`src/rtl/ghist_pkg.sv`:
```
package ghist_pkg;
  typedef enum logic [1:0] {
    OP_KEEP  = 2'd0,
    OP_SHIFT = 2'd1,
    OP_FIX   = 2'd2,
    OP_LOAD  = 2'd3
  } hist_op_e;
endpackage

```
`src/rtl/ghist_decode.sv`:
```
module ghist_decode
  import ghist_pkg::*;
#(
  parameter int TID_W  = 2,
  parameter int THREAD = 0
) (
  input  logic             upd_vld_i,
  input  logic [TID_W-1:0] upd_tid_i,
  input  logic             fix_vld_i,
  input  logic [TID_W-1:0] fix_tid_i,
  input  logic             rcv_vld_i,
  input  logic [TID_W-1:0] rcv_tid_i,
  output hist_op_e         op_o
);
  localparam logic [TID_W-1:0] MY_TID = TID_W'(THREAD);

  logic upd_hit, fix_hit, rcv_hit;

  assign upd_hit = upd_vld_i && (upd_tid_i == MY_TID);
  assign fix_hit = fix_vld_i && (fix_tid_i == MY_TID);
  assign rcv_hit = rcv_vld_i && (rcv_tid_i == MY_TID);

  // restore > correction > update
  always_comb begin
    if (rcv_hit)      op_o = OP_LOAD;
    else if (fix_hit) op_o = OP_FIX;
    else if (upd_hit) op_o = OP_SHIFT;
    else              op_o = OP_KEEP;
  end
endmodule

```
`src/rtl/ghist_reg.sv`:
```
module ghist_reg
  import ghist_pkg::*;
#(
  parameter int HIST_W  = 16,
  parameter int STORE_W = 32
) (
  input  logic              clk_i,
  input  logic              rst_ni,
  input  hist_op_e          op_i,
  input  logic              upd_taken_i,
  input  logic [HIST_W-1:0] fix_ckpt_i,
  input  logic              fix_taken_i,
  input  logic [HIST_W-1:0] rcv_ckpt_i,
  output logic [HIST_W-1:0] q_o
);
  localparam logic [STORE_W-1:0] MASK = STORE_W'((64'd1 << HIST_W) - 64'd1);

  logic [STORE_W-1:0] q_wide, d_wide;

  always_comb begin
    unique case (op_i)
      OP_SHIFT: d_wide = ((q_wide << 1) | STORE_W'(upd_taken_i)) & MASK;
      OP_FIX:   d_wide = ((STORE_W'(fix_ckpt_i) << 1) + STORE_W'(fix_taken_i)) & MASK;
      OP_LOAD:  d_wide = STORE_W'(rcv_ckpt_i) & MASK;
      default:  d_wide = q_wide;
    endcase
  end

  always_ff @(posedge clk_i or negedge rst_ni) begin
    if (!rst_ni) q_wide <= '0;
    else         q_wide <= d_wide;
  end

  assign q_o = q_wide[HIST_W-1:0];

  assert_shift_R3: assert property (@(posedge clk_i) disable iff (!rst_ni)
    (op_i == OP_SHIFT) |=> (q_o[HIST_W-1:1] == $past(q_o[HIST_W-2:0])) && (q_o[0] == $past(upd_taken_i)));

  assert_fix_R4: assert property (@(posedge clk_i) disable iff (!rst_ni)
    (op_i == OP_FIX) |=> (q_o[HIST_W-1:1] == $past(fix_ckpt_i[HIST_W-2:0])) && (q_o[0] == $past(fix_taken_i)));

  assert_load_R5: assert property (@(posedge clk_i) disable iff (!rst_ni)
    (op_i == OP_LOAD) |=> (q_o == $past(rcv_ckpt_i)));

  assert_upper_clear_R3: assert property (@(posedge clk_i) disable iff (!rst_ni)
    (q_wide & ~MASK) == '0);
endmodule

```
`src/rtl/ghist_ckpt.sv`:
```
module ghist_ckpt
  import ghist_pkg::*;
#(
  parameter int NUM_THREADS = 4,
  parameter int HIST_W      = 16,
  parameter int STORE_W     = 32,
  localparam int TID_W      = (NUM_THREADS > 1) ? $clog2(NUM_THREADS) : 1
) (
  input  logic              clk_i,
  input  logic              rst_ni,
  input  logic              ckpt_req_i,
  input  logic [TID_W-1:0]  ckpt_tid_i,
  output logic              ckpt_vld_o,
  output logic [HIST_W-1:0] ckpt_o,
  input  logic              upd_vld_i,
  input  logic [TID_W-1:0]  upd_tid_i,
  input  logic              upd_taken_i,
  input  logic              fix_vld_i,
  input  logic [TID_W-1:0]  fix_tid_i,
  input  logic [HIST_W-1:0] fix_ckpt_i,
  input  logic              fix_taken_i,
  input  logic              rcv_vld_i,
  input  logic [TID_W-1:0]  rcv_tid_i,
  input  logic [HIST_W-1:0] rcv_ckpt_i,
  input  logic [TID_W-1:0]  hist_tid_i,
  output logic [HIST_W-1:0] hist_o
);
  if (HIST_W > STORE_W || HIST_W < 2) begin : g_bad_cfg
    $error("ghist_ckpt: HIST_W must be in 2..STORE_W");
  end

  logic [HIST_W-1:0] hist_q [NUM_THREADS];

  for (genvar t = 0; t < NUM_THREADS; t++) begin : g_thr
    hist_op_e op;

    ghist_decode #(.TID_W(TID_W), .THREAD(t)) u_dec (
      .upd_vld_i (upd_vld_i),
      .upd_tid_i (upd_tid_i),
      .fix_vld_i (fix_vld_i),
      .fix_tid_i (fix_tid_i),
      .rcv_vld_i (rcv_vld_i),
      .rcv_tid_i (rcv_tid_i),
      .op_o      (op)
    );

    ghist_reg #(.HIST_W(HIST_W), .STORE_W(STORE_W)) u_reg (
      .clk_i       (clk_i),
      .rst_ni      (rst_ni),
      .op_i        (op),
      .upd_taken_i (upd_taken_i),
      .fix_ckpt_i  (fix_ckpt_i),
      .fix_taken_i (fix_taken_i),
      .rcv_ckpt_i  (rcv_ckpt_i),
      .q_o         (hist_q[t])
    );

    assert_idle_stable_R6: assert property (@(posedge clk_i) disable iff (!rst_ni)
      !(upd_vld_i && upd_tid_i == TID_W'(t)) && !(fix_vld_i && fix_tid_i == TID_W'(t)) &&
      !(rcv_vld_i && rcv_tid_i == TID_W'(t)) |=> $stable(hist_q[t]));

    assert_rcv_wins_R7: assert property (@(posedge clk_i) disable iff (!rst_ni)
      (rcv_vld_i && rcv_tid_i == TID_W'(t) && fix_vld_i && fix_tid_i == TID_W'(t))
      |=> hist_q[t] == $past(rcv_ckpt_i));

    assert_fix_wins_R7: assert property (@(posedge clk_i) disable iff (!rst_ni)
      (!(rcv_vld_i && rcv_tid_i == TID_W'(t)) && fix_vld_i && fix_tid_i == TID_W'(t) &&
       upd_vld_i && upd_tid_i == TID_W'(t))
      |=> hist_q[t][0] == $past(fix_taken_i));
  end

  assign ckpt_vld_o = ckpt_req_i;
  assign ckpt_o     = hist_q[ckpt_tid_i];
  assign hist_o     = hist_q[hist_tid_i];

  assert_reset_zero_R1: assert property (@(posedge clk_i)
    $rose(rst_ni) |-> hist_o == '0);
endmodule

```
`config.mk`:
```
export PLATFORM = sky130hd
export DESIGN_NAME = ghist_ckpt
export DESIGN_NICKNAME = d
export VERILOG_FILES = /design/src/rtl/ghist_pkg.sv /design/src/rtl/ghist_decode.sv /design/src/rtl/ghist_reg.sv /design/src/rtl/ghist_ckpt.sv
export SDC_FILE = /design/constraint.sdc
export NUM_CORES = 1
export LEC_CHECK = 0
export ABC_AREA = 1
export BUFFER_PORTS_ARGS = -buffer_cell sky130_fd_sc_hd__buf_2
export CORE_MARGIN = 2
export CORE_UTILIZATION = 30
export CTS_CLUSTER_SIZE = 8
export DETAILED_ROUTE_END_ITERATION = 8
export SLEW_MARGIN = 10
export SYNTH_ARGS = -nofsm -noshare
export SYNTH_HDL_FRONTEND = slang
export SYNTH_SLANG_ARGS = --single-unit
```
`constraint.sdc`:
```
create_clock -name clk_i -period 1.3 [get_ports clk_i]
set_clock_uncertainty 0.15 [all_clocks]
set_input_delay 0.065 -clock clk_i [delete_from_list [all_inputs] [get_ports clk_i]]
set_output_delay 0.065 -clock clk_i [all_outputs]
set_load 0.05 [all_outputs]
```
* After elaboration in Yosys (flattened, before gate mapping) *
Cells that the tools add are included.

storage, ports and cells
  input port bits = 50
  register bits = 64

cells by class
  reduce and logical (&&, ||, !) cells = 19
  muxes and demuxes = 22
  $add $sub $neg = 1
  bitwise logic cells = 6
  equality and inequality tests = 21
  order comparisons = 2

operator list
  kind                                                              count
  16-bit one-hot mux with 3 select lines                            4
  16-bit binary-select mux with 2-bit select                        2
  16-bit two-way mux                                                4
  16-bit by 1-bit OR with 16-bit output                             4
  2-bit == test (second input constant)                             14
  16-bit by 1-bit adder with 16-bit output                          1
  2-bit two-way mux                                                 8
  2-bit by 1-bit == test with 1-bit output (second input constant)  7
  1-bit logical AND                                                 12
  3-bit nonzero test                                                4
  3-bit >= comparator (second input constant)                       2
  2-bit logical NOT                                                 3
  2-bit NOT with 3-bit output                                       2
  1-bit two-way mux                                                 4

* Logic depth before layout (Yosys ltp) *
Gate-level depths: netlist (run 1).

  depth after elaboration = 7
  mapped depth = 9
  mapped depth without buffers = 7

* Hierarchy *
A second synthesis (run 1) with hierarchy kept.

unflattened totals
  cell total of the unflattened synthesis = 927
  area total of the unflattened synthesis = 5738.0 µm²

modules (own cells, without submodules)
  module                             cells each  times used  area each (µm²)  seq. area each (µm²)
  ghist_reg                          144         4           1039.7           400.4
  ghist_ckpt                         313         1           1378.8           0.0
  ghist_decode (g_thr[1].u_dec ...)  9           2           56.3             0.0
  ghist_decode (g_thr[0].u_dec)      12          1           47.5             0.0
  ghist_decode (g_thr[3].u_dec)      8           1           40.0             0.0

* Least setup slack after synthesis (run 1) *
OpenSTA, ideal clock, no wires.

  kind = input -> output
  from = input port ckpt_tid_i[0]
  to = output port ckpt_o[11]
  slack = -0.199 ns
  stages on the path = 4
  required time = 1.085 ns
  data arrival time = 1.284 ns
  cell sequence = inv_1 -> clkbuf_1 -> o21ai_0 -> o22ai_1

between the ends
  cells in the longest elaborated chain, start to end = 4

RTL lines
  item                                                    RTL line          text
  start, declared                                         ghist_ckpt.sv:12  input logic [TID_W-1:0] ckpt_tid_i,
  2-bit NOT with 3-bit output (not written as such)       ghist_ckpt.sv:73  assign ckpt_o = hist_q[ckpt_tid_i];
  16-bit binary-select mux with 2-bit select              ghist_ckpt.sv:73
  16-bit two-way mux (not written as such) (2 in series)  ghist_ckpt.sv:73
  end, declared                                           ghist_ckpt.sv:14  output logic [HIST_W-1:0] ckpt_o,

No other way between the ends. The select of a mux whose other input is x is not followed.

* Final worst setup path (run 1) *
  from = register g_thr[2].u_reg.q_wide[2]
  to = output port hist_o[2]

between the ends
  cells in the longest elaborated chain, start to end = 3

RTL lines
  item                                                    RTL line          text
  start, declared                                         ghist_reg.sv:18   logic [STORE_W-1:0] q_wide, d_wide;
  start signal, assigned                                  ghist_reg.sv:31   else q_wide <= d_wide;
  16-bit binary-select mux with 2-bit select              ghist_ckpt.sv:74  assign hist_o = hist_q[hist_tid_i];
  16-bit two-way mux (not written as such) (2 in series)  ghist_ckpt.sv:74
  end, declared                                           ghist_ckpt.sv:26  output logic [HIST_W-1:0] hist_o

No other way between the ends. The select of a mux whose other input is x is not followed.

==> load_flow_metrics.sql, run 1 <==
INSERT INTO impl_metrics (metric_group, metric, value, unit) VALUES
('routing', 'initialDrtViolationCount', '554', ''),
('clocking', 'cts_tree', 'done', ''),
('synthesis', 'syn-num-nets', '837', ''),
('global_route', 'grt_start_max_net_pins', '65', ''),
('finish', 'antenna-diode-count', '0', ''),
('floorplan', 'dieWidth', '133.9', 'µm'),
('routing', 'detail_route.first_pass.iterations', '5', ''),
('timing', 'final_critical_path_setup_slack', '-0.1276', 'ns'),
('floorplan', 'placement_rows', '47', ''),
('status', 'failed_checks', 'hold timing, setup timing', ''),
('power', 'power_density', '1332', 'mW/mm²'),
('timing', 'finalHoldViolations', '2', ''),
('timing', 'rsz0062_at_grt', 'true', ''),
('timing', 'report.final.setup_viol', '32', ''),
('synthesis', 'synth.yosys.seq_area_share', '0.3162', ''),
('floorplan', 'num_io_pins', '83', ''),
('timing', 'final-max-slew-violation-count', '0', ''),
('critical_path', 'worst-setup-path-type', 'reg2out', ''),
('timing', 'finalCriticalPeriod', '1.428', 'ns'),
('finish', 'reg.largest.list', 'g_thr.u_reg.q_wide (64)', ''),
('global_route', 'gr-total-overflow', '0', ''),
('finish', 'drive_above_1_share', '0.3386', ''),
('synthesis', 'instance_count_of_the_mapped_netlist', '787', ''),
('routing', 'route.detailed.drc', '0', ''),
('finish', 'nets', '993', ''),
('finish', 'largest_register_ffs', '64', ''),
('critical_path', 'ff_to_ff_start', 'g_thr[2].u_reg.q_wide[9]$_DFFE_PN0P_', ''),
('power', 'largest_vdd_supply_drop', '0.7664', 'mV'),
('critical_path', 'cp-end-kind', 'output pin', ''),
('timing', 'slew-limit-headroom', '0.6690', ''),
('placed_design', 'postPlaceCellArea', '0.006202', 'mm²'),
('critical_path', 'crit_path_start', 'g_thr[2].u_reg.q_wide[2]$_DFFE_PN0P_', ''),
('critical_path', 'critical_path_cell_list', 'o21ai_1, o22ai_2, buf_6', ''),
('clocking', 'cts_buffers', '9', ''),
('clocking', 'cts.reportedPaths.clkPinSlew', '0.05', 'ns'),
('synthesis', 'ys_ff_latch', '64', ''),
('floorplan', 'start_util', '0.3065', ''),
('timing', 'tightest_slew', '0.4949', 'ns'),
('routing', 'avgViaCountPerCell', '5.591', ''),
('flow_run', 'cap_viol_max_count', '0', ''),
('clocking', 'clkLatencyLatePin', '0.33', 'ns'),
('synthesis', 'yosys.cell_count.top_type', 'sky130_fd_sc_hd__nand3_1', ''),
('timing', 'final.hold.worst_slack', '-0.002472', 'ns'),
('clocking', 'cts_root_buffer', 'sky130_fd_sc_hd__clkbuf_16', ''),
('critical_path', 'cp.buffers_inverters', '1', ''),
('synthesis', 'avg_synthesized_cell_area', '6.436', 'µm²'),
('synthesis', 'post_synth_num_cell_types', '21', ''),
('clocking', 'clock_sinks', '64', ''),
('finish', 'area.growth.synth_to_final', '46.69', '%'),
('global_route', 'grt_pass1_vias', '6184', ''),
('placed_design', 'dp_hpwl', '14.95', 'mm'),
('synthesis', 'yosysWarningCount', '0', ''),
('floorplan', 'die_h', '133.9', 'µm'),
('clocking', 'clock_tree.htree_level_count', '3', ''),
('timing', 'fin_crit_sh', '1.098', ''),
('synthesis', 'yosys.area.top_type', 'sky130_fd_sc_hd__dfrtp_1', ''),
('routing', 'avgRoutedWirePerCell', '17.94', 'µm'),
('critical_path', 'crit_path_max_fanout', '4', ''),
('power', 'power_leakage', '3.560', 'nW'),
('synthesis', 'synth-edff-count', '0', ''),
('floorplan', 'coreArea', '0.01652', 'mm²'),
('floorplan', 'design.die.area', '0.01794', 'mm²'),
('power', 'total_power', '0.009894', 'W'),
('critical_path', 'crit_path_top_delay_cell', 'sky130_fd_sc_hd__dfrtp_1', ''),
('global_route', 'grt_first_pass_wirelength', '33.69', 'mm'),
('synthesis', 'ys_async_sr_fraction', '1.000', ''),
('routing', 'wl', '20.90', 'mm'),
('placed_design', 'placement.io_buffers', '79', ''),
('critical_path', 'startpoint_type', 'flop', ''),
('status', 'outcome', 'complete, but fails checks', ''),
('min_path', 'min-delay-path-class', 'in2reg', '');
-- per-stage QoR --
| step | setup WS (ns) | util | TNS [ns] | cells |
|---|---|---|---|---|
| 4_1_cts | -0.1250 | 0.4440 | -3.106 | 1160 |
| 2_1_floorplan | 0.07996 | - | 0 | 787 |
| 6_report | -0.1276 | 0.4496 | -3.052 | 1165 |
| 3_3_place_gp | 0.03805 | 0.3753 | 0 | 1081 |
| 5_1_grt | -0.1830 | 0.4496 | -4.469 | 1165 |
| 3_5_place_dp | -0.005631 | 0.3753 | -0.005631 | 1081 |
-- final timing paths --
| kind | to | slack [ns] | cells past startpoint |
|---|---|---|---|
| worst max register to register | g_thr[2].u_reg.q_wide[10]$_DFFE_PN0P_ | 0.08 | 6 |
| max in group asynchronous | g_thr[3].u_reg.q_wide[6]$_DFFE_PN0P_ | 0.54 | 3 |
| worst max-delay path | hist_o[2] | -0.13 | 3 |
| worst min register to register | g_thr[2].u_reg.q_wide[15]$_DFFE_PN0P_ | 0.39 | 2 |
| min in group asynchronous | g_thr[1].u_reg.q_wide[11]$_DFFE_PN0P_ | 0.13 | 3 |
| worst min-delay path | g_thr[2].u_reg.q_wide[7]$_DFFE_PN0P_ | -0.002 | 5 |
-- area by class of cell --
cell class / instances / area (µm²)
Fill cell: 1670 / 9095
Multi-Input combinational cell: 634 / 3412
Timing Repair Buffer: 209 / 1767
Sequential cell: 64 / 1620
Tap cell: 220 / 275.3
Clock buffer: 12 / 256.5
Inverter: 25 / 93.84
Clock inverter: 1 / 5.005
-- report_power, final --
group	internal (W)	total, W	switching [W]
clock	0.00136	0.00221	0.000855
sequential	0.00251	0.00317	0.000656
combinational	0.00199	0.00451	0.00252
-- worst register-to-register path, cell delays in order (launching register included) --
cell and delay, ns:
sky130_fd_sc_hd__dfrtp_1 0.42, sky130_fd_sc_hd__buf_4 0.15, sky130_fd_sc_hd__buf_4 0.13, sky130_fd_sc_hd__nand3_1 0.07, sky130_fd_sc_hd__nand3_1 0.07, sky130_fd_sc_hd__nand2_1 0.07, sky130_fd_sc_hd__nand2_1 0.05
-- timing repair --
item | CTS | global route
endpoints found under the setup margin | 32 | 32
gates resized for setup | 171 | 16
hold buffers | 21 | 0
setup buffers | 45 | 5
pin swaps | 58 | 16
endpoints found under the hold margin | 85 | 0
-- kinds of logic after synthesis --
kind of cell | Yosys count | share of synthesized area
AND/OR/NAND/NOR | 527 | 0.4839
AO/OA/AOI/OAI | 107 | 0.1168
flip-flops | 64 | 0.3162
buffers and inverters | 89 | 0.08301
-- per-layer routing --
layer | GRT usage | part of all wire
met2 | 0.3829 | 0.46
met3 | 0.03741 | 0.069
met1 | 0.3122 | 0.42
met4 | 0.1300 | 0.056
met5 | 0 | 0
-- cell usage in the layout (no fill, tap or decap) --
cell type / count
sky130_fd_sc_hd__buf_6: 30
sky130_fd_sc_hd__nand3_1: 231
sky130_fd_sc_hd__o21ai_2: 41
sky130_fd_sc_hd__inv_1: 16
sky130_fd_sc_hd__nand4_1: 38
sky130_fd_sc_hd__nor2_1: 89
sky130_fd_sc_hd__dfrtp_1: 49
sky130_fd_sc_hd__a31oi_4: 1
sky130_fd_sc_hd__clkbuf_8: 2
sky130_fd_sc_hd__o21ai_0: 2
sky130_fd_sc_hd__clkinv_2: 1
sky130_fd_sc_hd__nand2_1: 147
sky130_fd_sc_hd__nor2_4: 2
sky130_fd_sc_hd__nand2_2: 3
sky130_fd_sc_hd__nor2_2: 7
sky130_fd_sc_hd__o21ai_1: 31
sky130_fd_sc_hd__dlygate4sd3_1: 21
sky130_fd_sc_hd__o22ai_2: 32
sky130_fd_sc_hd__dfrtp_2: 15
sky130_fd_sc_hd__nand3_2: 9
sky130_fd_sc_hd__buf_12: 12
sky130_fd_sc_hd__inv_2: 9
sky130_fd_sc_hd__clkbuf_16: 9
sky130_fd_sc_hd__nand2_4: 1
sky130_fd_sc_hd__clkbuf_1: 1
sky130_fd_sc_hd__buf_4: 99
sky130_fd_sc_hd__buf_2: 47
Power figures use the tool's default switching activity.
==> run 2: changes to the inputs <==
--- a/config.mk
+++ b/config.mk
@@ -8,7 +8,7 @@
 export ABC_AREA = 1
 export BUFFER_PORTS_ARGS = -buffer_cell sky130_fd_sc_hd__buf_2
 export CORE_MARGIN = 2
-export CORE_UTILIZATION = 30
+export CORE_UTILIZATION = 33
 export CTS_CLUSTER_SIZE = 8
 export DETAILED_ROUTE_END_ITERATION = 8
 export SLEW_MARGIN = 10
==> load_flow_metrics.sql, run 2 (synthesis results as in run 1) <==
INSERT INTO impl_metrics (metric_group, metric, value, unit) VALUES
('critical_path', 'r2r_cells', '6', ''),
('critical_path', 'timing.reg2reg.setup_slack', '0.08', 'ns'),
('global_route', 'grt_pass1_vias', '6185', ''),
('power', 'total_power', '0.01020', 'W'),
('timing', 'rsz0062_at_grt', 'true', ''),
('clocking', 'clkLatencyLatePin', '0.34', 'ns'),
('global_route', 'grt_first_pass_wirelength', '33.29', 'mm'),
('clocking', 'clock_tree.htree_level_count', '3', ''),
('power', 'power_density', '1337', 'mW/mm²'),
('min_path', 'min-delay-path-class', 'in2reg', ''),
('floorplan', 'dieWidth', '127.9', 'µm'),
('timing', 'fin_crit_sh', '1.109', ''),
('critical_path', 'cp-end-kind', 'output pin', ''),
('routing', 'drt.antenna.violating_nets', '0', ''),
('critical_path', 'required_time_at_the_endpoint_of_the_critical_path', '1.09', 'ns'),
('flow_run', 'cap_viol_max_count', '0', ''),
('global_route', 'gr-total-overflow', '0', ''),
('timing', 'tightest_slew', '0.4944', 'ns'),
('critical_path', 'arrival', '1.23', 'ns'),
('routing', 'avgViaCountPerCell', '5.716', ''),
('timing', 'max_clock_freq', '693.7', 'MHz'),
('critical_path', 'crit_path_start', 'g_thr[2].u_reg.q_wide[9]$_DFFE_PN0P_', ''),
('finish', 'reg.largest.list', 'g_thr.u_reg.q_wide (64)', ''),
('placed_design', 'dp_hpwl', '15.10', 'mm'),
('critical_path', 'critical_path.endpoint', 'ckpt_o[9]', ''),
('routing', 'detail_route.first_pass.iterations', '5', ''),
('clocking', 'cts_tree', 'done', ''),
('finish', 'largest_register_ffs', '64', ''),
('floorplan', 'die_h', '127.9', 'µm'),
('finish', 'antenna-diode-count', '0', ''),
('status', 'outcome', 'complete, but fails checks', ''),
('clocking', 'cts_root_buffer', 'sky130_fd_sc_hd__clkbuf_16', ''),
('finish', 'multi_input_gate_area_in_the_final_layout', '0.003467', 'mm²'),
('finish', 'nFillCells', '1522', ''),
('floorplan', 'placement_rows', '45', ''),
('critical_path', 'startpoint_type', 'flop', ''),
('floorplan', 'start_util', '0.3357', ''),
('placed_design', 'gp_routability_congestion', '0.9308', ''),
('clocking', 'cts_buffers', '9', ''),
('routing', 'initialDrtViolationCount', '585', ''),
('floorplan', 'design.die.area', '0.01635', 'mm²'),
('routing', 'avgRoutedWirePerCell', '18.34', 'µm'),
('min_path', 'worst_hold_startpoint', 'fix_ckpt_i[14]', ''),
('finish', 'layout_commonest_cell', 'sky130_fd_sc_hd__nand3_1', ''),
('finish', 'nets', '1008', ''),
('clocking', 'cts-root-to-sink-buffers', '2', ''),
('global_route', 'antenna_violations_before_repair', '0', ''),
('timing', 'final-max-slew-violation-count', '0', ''),
('finish', 'drive_above_1_share', '0.3684', ''),
('routing', 'route.vias.total', '6568', ''),
('timing', 'final_critical_path_setup_slack', '-0.1415', 'ns'),
('clocking', 'cts.reportedPaths.clkPinSlew', '0.05', 'ns'),
('critical_path', 'worst-setup-path-type', 'reg2out', ''),
('timing', 'slew-limit-headroom', '0.6693', ''),
('timing', 'report.final.setup_viol', '32', ''),
('finish', 'utilization_of_the_core_after_routing', '0.5053', ''),
('power', 'power_leakage', '3.624', 'nW'),
('timing', 'finalHoldViolations', '0', ''),
('global_route', 'global_route_usage_over_all_layers', '0.2615', ''),
('placed_design', 'placement.io_buffers', '79', ''),
('finish', 'most_flops_register', 'g_thr.u_reg.q_wide', ''),
('finish', 'area.growth.synth_to_final', '50.54', '%'),
('critical_path', 'rr_endpoint', 'g_thr[2].u_reg.q_wide[5]$_DFFE_PN0P_', ''),
('finish', 'most-common-layout-cells', 'sky130_fd_sc_hd__nand3_1 (231), sky130_fd_sc_hd__nand2_1 (147), sky130_fd_sc_hd__buf_4 (101)', ''),
('clocking', 'clock_sinks', '64', ''),
('critical_path', 'crit_path_max_fanout', '3', ''),
('critical_path', 'ff_to_ff_start', 'g_thr[2].u_reg.q_wide[4]$_DFFE_PN0P_', ''),
('finish', 'sequential_cell_area', '0.001633', 'mm²'),
('routing', 'route.detailed.drc', '0', ''),
('global_route', 'grt_start_max_net_pins', '33', ''),
('floorplan', 'num_io_pins', '83', ''),
('floorplan', 'coreArea', '0.01509', 'mm²'),
('timing', 'finalCriticalPeriod', '1.442', 'ns'),
('routing', 'wl', '21.08', 'mm'),
('status', 'failed_checks', 'setup timing', ''),
('power', 'largest_vdd_supply_drop', '0.6579', 'mV');
-- run 2: where the power goes --
group	total (W)	internal [W]	switching (W)
clock	0.00232	0.00143	0.000890
sequential	0.00326	0.00253	0.000726
combinational	0.00463	0.00208	0.00254
-- run 2: cell type report --
cell class	count	share of cell area
inverters	25	0.01231
clock buffers	14	0.03594
multi-input cells	634	0.4547
well taps	188	0.03085
flip-flops and latches	64	0.2141
repair buffers	224	0.2521
-- run 2: repair_timing --
item | in CTS | in global routing
gates resized for setup | 186 | 34
hold endpoints to repair | 99 | 0
endpoints found under the setup margin | 32 | 32
hold buffers | 33 | 0
setup buffers | 49 | 9
pin swaps | 80 | 24
-- run 2: worst min path at each step --
stage / to / slack, ns / cells after the start
2_1_floorplan: g_thr[0].u_reg.q_wide[0]$_DFFE_PN0P_ / -0.38 / 0
3_3_place_gp: g_thr[1].u_reg.q_wide[10]$_DFFE_PN0P_ / -0.14 / 1
3_5_place_dp: g_thr[1].u_reg.q_wide[10]$_DFFE_PN0P_ / -0.14 / 1
4_1_cts: g_thr[2].u_reg.q_wide[15]$_DFFE_PN0P_ / 0.01 / 5
5_1_grt: g_thr[2].u_reg.q_wide[15]$_DFFE_PN0P_ / 0.04 / 5
6_report: g_thr[0].u_reg.q_wide[15]$_DFFE_PN0P_ / 0.02 / 5
-- run 2: critical path, stage by stage (launching register included) --
cell and delay, ns:
sky130_fd_sc_hd__dfrtp_1 0.40, sky130_fd_sc_hd__o21ai_2 0.07, sky130_fd_sc_hd__o22ai_2 0.23, sky130_fd_sc_hd__buf_6 0.19
-- run 2: per-stage QoR --
stage	std cells	area [µm²]	hold slack [ns]	setup WS [ns]	TNS [ns]
after floorplan	787	5265	-0.3806	0.07996	0
final	1149	7625	0.01555	-0.1415	-2.972
after global routing	1149	7625	0.03819	-0.1817	-4.324
after global placement	1044	6137	-0.1398	0.02510	0
after detailed placement	1044	6137	-0.1397	0.01835	0
after CTS	1140	7456	0.01400	-0.1489	-3.262
-- run 2: per-layer routing --
metal | vias to the layer above | routed length (µm) | track usage
met5 | - | 0 | 0
met4 | 0 | 829 | 0.1209
met3 | 42 | 1271 | 0.03548
met2 | 278 | 10090 | 0.4344
met1 | 3140 | 8889 | 0.3379
li1 | 3108 | - | -
==> run 3: changes to the inputs <==
--- a/config.mk
+++ b/config.mk
@@ -11,6 +11,7 @@
 export CORE_UTILIZATION = 33
 export CTS_CLUSTER_SIZE = 8
 export DETAILED_ROUTE_END_ITERATION = 8
+export RECOVER_POWER = 50
 export SLEW_MARGIN = 10
 export SYNTH_ARGS = -nofsm -noshare
 export SYNTH_HDL_FRONTEND = slang
==> load_flow_metrics.sql, run 3 (synthesis results as in run 1) <==
INSERT INTO impl_metrics (metric_group, metric, value, unit) VALUES
('critical_path', 'crit_path_top_delay_cell', 'sky130_fd_sc_hd__dfrtp_1', ''),
('clocking', 'clock_tree.htree_level_count', '3', ''),
('flow_run', 'cap_viol_max_count', '0', ''),
('timing', 'report.final.setup_viol', '32', ''),
('power', 'largest_vdd_supply_drop', '0.6605', 'mV'),
('routing', 'initialDrtViolationCount', '592', ''),
('critical_path', 'critical-path-max-stage-delay', '0.40', 'ns'),
('critical_path', 'arrival', '1.23', 'ns'),
('global_route', 'gr-total-overflow', '0', ''),
('floorplan', 'die_h', '127.9', 'µm'),
('finish', 'most_flops_register', 'g_thr.u_reg.q_wide', ''),
('floorplan', 'start_util', '0.3357', ''),
('finish', 'antenna-diode-count', '0', ''),
('min_path', 'min-delay-path-class', 'in2reg', ''),
('critical_path', 'startpoint_type', 'flop', ''),
('clocking', 'cts-root-to-sink-buffers', '2', ''),
('routing', 'route.vias.total', '6555', ''),
('routing', 'drt.antenna.violating_nets', '0', ''),
('clocking', 'cts_tree', 'done', ''),
('critical_path', 'critical_path_cell_list', 'o21ai_2, o22ai_2, buf_6', ''),
('finish', 'sequential_cell_area', '0.001633', 'mm²'),
('finish', 'most-common-layout-cells', 'sky130_fd_sc_hd__nand3_1 (231), sky130_fd_sc_hd__nand2_1 (147), sky130_fd_sc_hd__buf_4 (101)', ''),
('placed_design', 'place_ws', '0.01835', 'ns'),
('timing', 'finalHoldViolations', '0', ''),
('floorplan', 'coreArea', '0.01509', 'mm²'),
('status', 'failed_checks', 'setup timing', ''),
('clocking', 'cts_root_buffer', 'sky130_fd_sc_hd__clkbuf_16', ''),
('routing', 'avgViaCountPerCell', '5.705', ''),
('finish', 'layout_commonest_cell', 'sky130_fd_sc_hd__nand3_1', ''),
('timing', 'fin_crit_sh', '1.108', ''),
('placed_design', 'dp_hpwl', '15.10', 'mm'),
('timing', 'tightest_slew', '0.4944', 'ns'),
('global_route', 'grt_pass1_vias', '6185', ''),
('global_route', 'grt_first_pass_wirelength', '33.29', 'mm'),
('critical_path', 'required_time_at_the_endpoint_of_the_critical_path', '1.09', 'ns'),
('timing', 'final-max-slew-violation-count', '0', ''),
('floorplan', 'dieWidth', '127.9', 'µm'),
('critical_path', 'crit_path_max_fanout', '3', ''),
('finish', 'reg.largest.list', 'g_thr.u_reg.q_wide (64)', ''),
('timing', 'final_critical_path_setup_slack', '-0.1405', 'ns'),
('finish', 'drive_above_1_share', '0.3684', ''),
('timing', 'max_clock_freq', '694.2', 'MHz'),
('finish', 'largest_register_ffs', '64', ''),
('critical_path', 'cp-end-kind', 'output pin', ''),
('global_route', 'global_route_usage_over_all_layers', '0.2615', ''),
('routing', 'wl', '21.11', 'mm'),
('status', 'outcome', 'complete, but fails checks', ''),
('power', 'power_density', '1341', 'mW/mm²'),
('routing', 'avgRoutedWirePerCell', '18.37', 'µm'),
('floorplan', 'design.die.area', '0.01635', 'mm²'),
('floorplan', 'num_io_pins', '83', ''),
('global_route', 'antenna_violations_before_repair', '0', ''),
('critical_path', 'timing.reg2reg.setup_slack', '0.08', 'ns'),
('finish', 'nets', '1008', ''),
('floorplan', 'placement_rows', '45', ''),
('power', 'total_power', '0.01019', 'W'),
('timing', 'slew-limit-headroom', '0.6693', ''),
('placed_design', 'gp_routability_congestion', '0.9308', ''),
('finish', 'nFillCells', '1524', ''),
('critical_path', 'worst-setup-path-type', 'reg2out', ''),
('clocking', 'clkLatencyLatePin', '0.34', 'ns'),
('clocking', 'cts_buffers', '9', ''),
('finish', 'area.growth.synth_to_final', '50.05', '%'),
('timing', 'finalCriticalPeriod', '1.440', 'ns'),
('clocking', 'cts.reportedPaths.clkPinSlew', '0.05', 'ns'),
('clocking', 'clock_sinks', '64', ''),
('global_route', 'grt_start_max_net_pins', '33', ''),
('routing', 'route.detailed.drc', '0', ''),
('routing', 'detail_route.first_pass.iterations', '6', ''),
('placed_design', 'placement.io_buffers', '79', ''),
('power', 'power_leakage', '3.615', 'nW'),
('finish', 'multi_input_gate_area_in_the_final_layout', '0.003467', 'mm²'),
('timing', 'rsz0062_at_grt', 'true', '');
==> run 3: changes by cell type in the layout (fill, tap and decap cells not counted), sizes merged <==
cell / before / now
clkbuf: 14 / 17
buf: 191 / 188
==> run 3: worst paths after layout <==
path,cells past startpoint,startpoint,end
worst max-delay path,3,g_thr[2].u_reg.q_wide[9]$_DFFE_PN0P_,ckpt_o[9]
worst min-delay path,5,fix_ckpt_i[14],g_thr[2].u_reg.q_wide[15]$_DFFE_PN0P_
worst max register to register,6,g_thr[2].u_reg.q_wide[4]$_DFFE_PN0P_,g_thr[2].u_reg.q_wide[5]$_DFFE_PN0P_
worst min register to register,2,g_thr[2].u_reg.q_wide[15]$_DFFE_PN0P_,g_thr[2].u_reg.q_wide[15]$_DFFE_PN0P_
max in group asynchronous,3,rst_ni,g_thr[2].u_reg.q_wide[13]$_DFFE_PN0P_
min in group asynchronous,2,rst_ni,g_thr[1].u_reg.q_wide[8]$_DFFE_PN0P_
==> run 3: cell type report <==
cell class / count / area share
multi-input cells: 634 / 0.4562
repair buffers: 224 / 0.2496
flip-flops and latches: 64 / 0.2149
clock buffers: 14 / 0.03606
well taps: 188 / 0.03095
inverters: 25 / 0.01235
==> run 3: layer usage <==
layer | track usage | share of wire | vias up
li1 | - | - | 3102
met1 | 0.3379 | 0.42 | 3136
met2 | 0.4344 | 0.48 | 273
met3 | 0.03548 | 0.057 | 44
met4 | 0.1209 | 0.039 | 0
met5 | 0 | 0 | -
==> run 3: what timing repair did <==
| item | in CTS | in global routing |
|---|---|---|
| hold endpoints to repair | 99 | 0 |
| resized for setup | 186 | 34 |
| buffers inserted | 49 | 9 |
| setup endpoints to repair | 32 | 32 |
| hold buffers | 33 | 0 |
| pin swaps | 80 | 24 |
==> run 3: where the power goes <==
part,internal [W],switching (W),leakage [nW],total (W)
sequential,0.00253,0.000724,0.779,0.00325
clock,0.00143,0.000896,0.135,0.00232
combinational,0.00208,0.00254,2.70,0.00462
==> run 3: metrics by stage <==
step	std cells	setup TNS (ns)	cell area, µm²	utilization	hold slack [ns]
3_5_place_dp	1044	0	6137	0.4067	-0.1397
5_1_grt	1149	-4.483	7600	0.5036	0.03819
3_3_place_gp	1044	0	6137	0.4067	-0.1398
4_1_cts	1140	-3.262	7456	0.4941	0.01400
6_report	1149	-3.031	7600	0.5036	0.01680
2_1_floorplan	787	0	5265	-	-0.3806
==> run 3: critical path: cells and delay by family, from the launching register on <==
family / cells / cell delay, ns
flip-flops: 1 / 0.40
buffers and inverters: 1 / 0.19
AO/OA/AOI/OAI: 2 / 0.30
